**src/rtl/rld_timer.sv**
```systemverilog
module rld_timer #(
  parameter int PRE_W = 11
) (
  input  logic       clk,
  input  logic       rst_n,
  input  logic       stop_i,
  input  logic       watch_i,
  input  logic       gie_i,
  input  logic       wr_en,
  input  logic [2:0] wr_addr,
  input  logic [3:0] wr_data,
  input  logic [2:0] rd_addr,
  output logic [3:0] rd_data,
  output logic [7:0] cnt_o,
  output logic       irq_o
);
  localparam logic [2:0] A_MODE = 3'd0;
  localparam logic [2:0] A_PLO  = 3'd1;
  localparam logic [2:0] A_PHI  = 3'd2;
  localparam logic [2:0] A_FLAG = 3'd3;
  localparam logic [2:0] A_MASK = 3'd4;
  localparam logic [2:0] SEL_FAST = 3'd7;

  logic [3:0]       mode_q, plo_q, phi_q;
  logic [7:0]       cnt_q;
  logic [PRE_W-1:0] pre_q;
  logic             flag_q, mask_q, tap_q, tap;

  wire run     = ~stop_i & ~watch_i;
  wire wr_mode = wr_en && wr_addr == A_MODE;
  wire wr_lo   = wr_en && wr_addr == A_PLO;
  wire wr_hi   = wr_en && wr_addr == A_PHI;
  wire wr_flag = wr_en && wr_addr == A_FLAG;
  wire wr_mask = wr_en && wr_addr == A_MASK;

  always_comb begin
    case (mode_q[2:0])
      3'd0:    tap = pre_q[0];
      3'd1:    tap = pre_q[1];
      3'd2:    tap = pre_q[2];
      3'd3:    tap = pre_q[4];
      3'd4:    tap = pre_q[6];
      3'd5:    tap = pre_q[8];
      3'd6:    tap = pre_q[10];
      default: tap = 1'b0;
    endcase
  end

  wire tick = (mode_q[2:0] == SEL_FAST) ? run : (tap & ~tap_q);
  wire ovf  = tick && cnt_q == 8'hFF;

  always_ff @(posedge clk or negedge rst_n) begin
    if (!rst_n) begin
      pre_q  <= '0;
      tap_q  <= 1'b0;
      mode_q <= 4'h0;
      plo_q  <= 4'h0;
      phi_q  <= 4'h0;
      cnt_q  <= 8'h00;
      flag_q <= 1'b0;
      mask_q <= 1'b1;
    end else begin
      if (run) pre_q <= pre_q + 1'b1;
      tap_q <= tap;
      if (stop_i) begin
        mode_q <= 4'h0;
        cnt_q  <= 8'h00;
        flag_q <= 1'b0;
        mask_q <= 1'b1;
      end else begin
        if (wr_mode) mode_q <= wr_data;
        if (wr_lo)   plo_q  <= wr_data;
        if (wr_hi)   phi_q  <= wr_data;
        if (wr_lo)       cnt_q <= {phi_q, wr_data};
        else if (wr_hi)  cnt_q <= {wr_data, plo_q};
        else if (ovf)    cnt_q <= mode_q[3] ? {phi_q, plo_q} : 8'h00;
        else if (tick)   cnt_q <= cnt_q + 8'd1;
        if (ovf)                          flag_q <= 1'b1;
        else if (wr_flag && !wr_data[0])  flag_q <= 1'b0;
        if (wr_mask) mask_q <= wr_data[0];
      end
    end
  end

  assign cnt_o   = cnt_q;
  assign irq_o   = flag_q & ~mask_q & gie_i;
  assign rd_data = (rd_addr == A_FLAG) ? {3'b000, flag_q} :
                   (rd_addr == A_MASK) ? {3'b000, mask_q} : 4'h0;

  AST_STEP: assert property (@(posedge clk) disable iff (!rst_n)
    (!stop_i && tick && cnt_q != 8'hFF && !wr_lo && !wr_hi) |=> cnt_q == $past(cnt_q) + 8'd1);
  AST_PRESET_LOAD: assert property (@(posedge clk) disable iff (!rst_n)
    (!stop_i && wr_hi) |=> cnt_q[7:4] == $past(wr_data));
  AST_WRAP: assert property (@(posedge clk) disable iff (!rst_n)
    (!stop_i && ovf && !mode_q[3] && !wr_lo && !wr_hi) |=> (cnt_q == 8'h00 && flag_q));
  AST_RELOAD: assert property (@(posedge clk) disable iff (!rst_n)
    (!stop_i && ovf && mode_q[3] && !wr_lo && !wr_hi) |=> (cnt_q == $past({phi_q, plo_q}) && flag_q));
  AST_FLAG_STICKY: assert property (@(posedge clk) disable iff (!rst_n)
    (flag_q && !stop_i && !(wr_flag && !wr_data[0])) |=> flag_q);
  AST_IRQ_HELD: assert property (@(posedge clk) disable iff (!rst_n)
    mask_q |-> !irq_o);
  AST_STOP_CLEAR: assert property (@(posedge clk) disable iff (!rst_n)
    stop_i |=> (cnt_q == 8'h00 && !flag_q && mask_q && mode_q == 4'h0));
  AST_WATCH_HOLD: assert property (@(posedge clk) disable iff (!rst_n)
    watch_i |=> pre_q == $past(pre_q));
  AST_WRITE_WINS: assert property (@(posedge clk) disable iff (!rst_n)
    (!stop_i && wr_lo && ovf) |=> (cnt_q[3:0] == $past(wr_data) && flag_q));
endmodule

```
**config.mk**
```make
export PLATFORM = sky130hd
export DESIGN_NAME = rld_timer
export DESIGN_NICKNAME = d
export VERILOG_FILES = /design/src/rtl/rld_timer.sv
export SDC_FILE = /design/constraint.sdc
export NUM_CORES = 1
export LEC_CHECK = 0
export ABC_CLOCK_PERIOD_IN_PS = 1860
export BUFFER_PORTS_ARGS = -buffer_cell sky130_fd_sc_hd__clkbuf_2
export CAP_MARGIN = 10
export CELL_PAD_IN_SITES_DETAIL_PLACEMENT = 1
export CELL_PAD_IN_SITES_GLOBAL_PLACEMENT = 1
export CORE_MARGIN = 4
export CORE_UTILIZATION = 39
export DETAILED_ROUTE_END_ITERATION = 16
export MAX_ROUTING_LAYER = met4
export PLACE_DENSITY_LB_ADDON = 0.3
export SLEW_MARGIN = 20
export SYNTH_ARGS = -nofsm -noshare
export SYNTH_HDL_FRONTEND = slang
export SYNTH_SLANG_ARGS = --single-unit
```
**constraint.sdc**
```tcl
create_clock -name clk -period 1.86 [get_ports clk]
set_clock_uncertainty 0.1 [all_clocks]
set_input_delay 0.372 -clock clk [delete_from_list [all_inputs] [get_ports clk]]
set_output_delay 0.372 -clock clk [all_outputs]
set_load 0.02 [all_outputs]
```
==> out/summary.txt <==
Nets@finish - 303
Port buffer count - 25
Setup ws final - -0.0346 ns
Setup TNS - -0.0346 ns
Total CTS buffers - 5
Top_reg_cell synth - dfrtp_1
Post-DR wirelength/cell - 18.5 µm
Hold Path Class - in2async
Status - complete, but fails checks
Count leader, synth - dfrtp_1
Floorplan Core Area - 0.00520 mm²
Yosys top cell area share - 0.385
First-pass GRT wire length - 10800 µm
Fmax - 528 MHz
Fin crit share - 1.02
Final hold slack - 0.00599 ns
Largest net degree at the start of global routing - 35
Layout Cell Area excl Fill - 0.00265 mm²
RSZ-0062 raised after global routing - true
Hpwl dp - 5160 µm
Drt drc - 0
Share of layout cells above drive strength 1 - 0.297
Initial antenna violation count - 0
Initial Util - 0.412
Area post-placement - 0.00253 mm²
Via Count - 2042
Cell Pwr Density - 1040 mW/mm²
Final setup viols - 1
Detailed Route WL - 6600 µm
Synth unique cells - 49
Peak VDD IR - 0.534 mV
Final Core Density - 0.510
Clock Tree Root - clkbuf_8
Drt pass-1 iters - 4
Cell accounting for the most synthesized area - dfrtp_1
Die ar. - 0.00675 mm²
CP Max Fanout - 8
Met2 track utilization from global routing - 0.372
Grt met1 use - 0.269
Kind of critical path - reg2reg
Clock Sinks - 34
Die Width - 82.1 µm
Global route overflow - 0
Diode count - 0
Yosys warnings - 0
Fin crit period - 1.89 ns
DR iter-0 viols - 164
Critical path startpoint category - flop
Top cells by area, synth - dfrtp_1 39%, nand2_1 5.4%, xnor2_1 4.5%
Die Ht - 82.1 µm
Pins over their slew limit - 0
Leak - 0.00114 µW
Gr busiest metal - met2
DRT antenna net count - 0
WP data required - 1.92 ns
Rows - 26
Synth Cell Area - 0.00214 mm²
Post-synth top cells - 33 x dfrtp_1, 31 x nand2_1, 18 x nand3_1
GRT Resource Usage Total - 0.220
Final GP Congestion - 0.890
CP Capture Type - flop
Number of global-route vias before repair - 2156
M3 GR Usage - 0.0336
CTS max path bufs - 2
Post-Synthesis Cells - 234
MaxCap Viol Count - 0
Failing checks - setup timing
Post-synth ARST share - 1.00
Register bit total from synthesis - 34
WP data arrival - 1.96 ns
Num ports - 29
Syn avg cell area - 9.16 µm²
CTS tree - built
H-Tree Level Count - 2
Final hold violations - 0
CTS Hold Bufs - 0
Number of synthesized flops with an enable pin - 0
Post-Place Setup Slack - -0.119 ns
Skew-Pair Late Insertion Delay - 0.29 ns
Worst-path clk slew - 0.07 ns
Register area share after synthesis - 0.398
Mean number of vias per cell - 5.74
Area growth syn-to-layout - 23.8%
==> layer usage <==
layer	vias to the layer above	share of wire
li1	973	-
met1	1010	0.44
met2	46	0.50
met3	13	0.039
met4	0	0.020
met5	-	0
==> through the flow <==
| stage | total power (µW) | cells |
|---|---|---|
| after floorplan | 1720 | 236 |
| after global placement | 2160 | 348 |
| after detailed placement | 2190 | 348 |
| after CTS | 2760 | 356 |
| after global routing | 2960 | 356 |
| final | 2770 | 356 |
==> final cells by class <==
class | count | area (µm²)
timing repair buffer | 53 | 335
fill | 630 | 2550
tap | 70 | 87.6
clock inverter | 2 | 13.8
multi-input combinational | 189 | 1280
sequential | 34 | 857
clock buffer | 6 | 72.6
inverter | 2 | 7.51
==> path summary, 6_finish.rpt <==
check	startpoint	end	slack, ns	cells past startpoint
worst max register to register	mode_q[0]	cnt_o[1]	-0.03	5
worst min register to register	pre_q[9]	pre_q[9]	0.37	1
worst min-delay path	rst_n	cnt_o[0]	0.006	2
max in group asynchronous	rst_n	mode_q[0]	1.32	2
worst max-delay path	mode_q[0]	cnt_o[1]	-0.03	5
min in group clk	stop_i	flag_q	0.26	2
==> sequential cells by signal (all words and copies together), names as in the netlist <==
register,flops
cnt_o,8
mask_q,1
plo_q,4
pre_q,11
tap_q,1
mode_q,4
flag_q,1
phi_q,4
==> cell usage in the layout, fill, tap and decap left out, drive strengths merged, types with 3 or more instances in the layout <==
cell type  synthesis  layout
dfrtp             33      33
nand2             31      31
clkbuf             5      31
buf                6      28
nand3             18      18
nor2              16      16
xnor2             11      11
nor3              10      10
mux2i              8       8
nand2b             8       8
o21ai              7       7
o211ai             6       6
a31oi              6       6
nor4               6       6
and4               5       5
and3               5       5
o31ai              4       4
mux2               4       4
nand4              4       4
a32oi              4       4
xor2               3       3
conb               1       3
==> cells by family after synthesis <==
logic type	Yosys count	share of synthesized area
adder cells (fa/ha/maj)	2	0.0117
XOR/XNOR	14	0.0572
AND/OR/NAND/NOR	113	0.285
buffers and inverters	13	0.0356
flip-flops	34	0.398
AO/OA/AOI/OAI	45	0.152
other	1	0.00175
multiplexers	12	0.0584
==> worst max-delay path: stages, from the launching register on <==
cell and delay (ns):
dfrtp_2 0.45, mux2i_1 0.14, a22o_2 0.34, or4_4 0.46, a32oi_1 0.19, a21oi_1 0.08
==> where the power goes <==
| group | leakage (µW) | switching [µW] | internal, µW |
|---|---|---|---|
| clock network | 0.0000452 | 280 | 264 |
| logic | 0.000659 | 616 | 496 |
| registers | 0.000434 | 195 | 920 |
| total | 0.00114 | 1090 | 1680 |
==> what timing repair did <==
action | CTS | global route
pin swaps | 3 | 9
gates resized for setup | 3 | 5
setup endpoints to repair | 8 | 9
buffers inserted | 0 | 0
(Power assumes the default switching activity.)
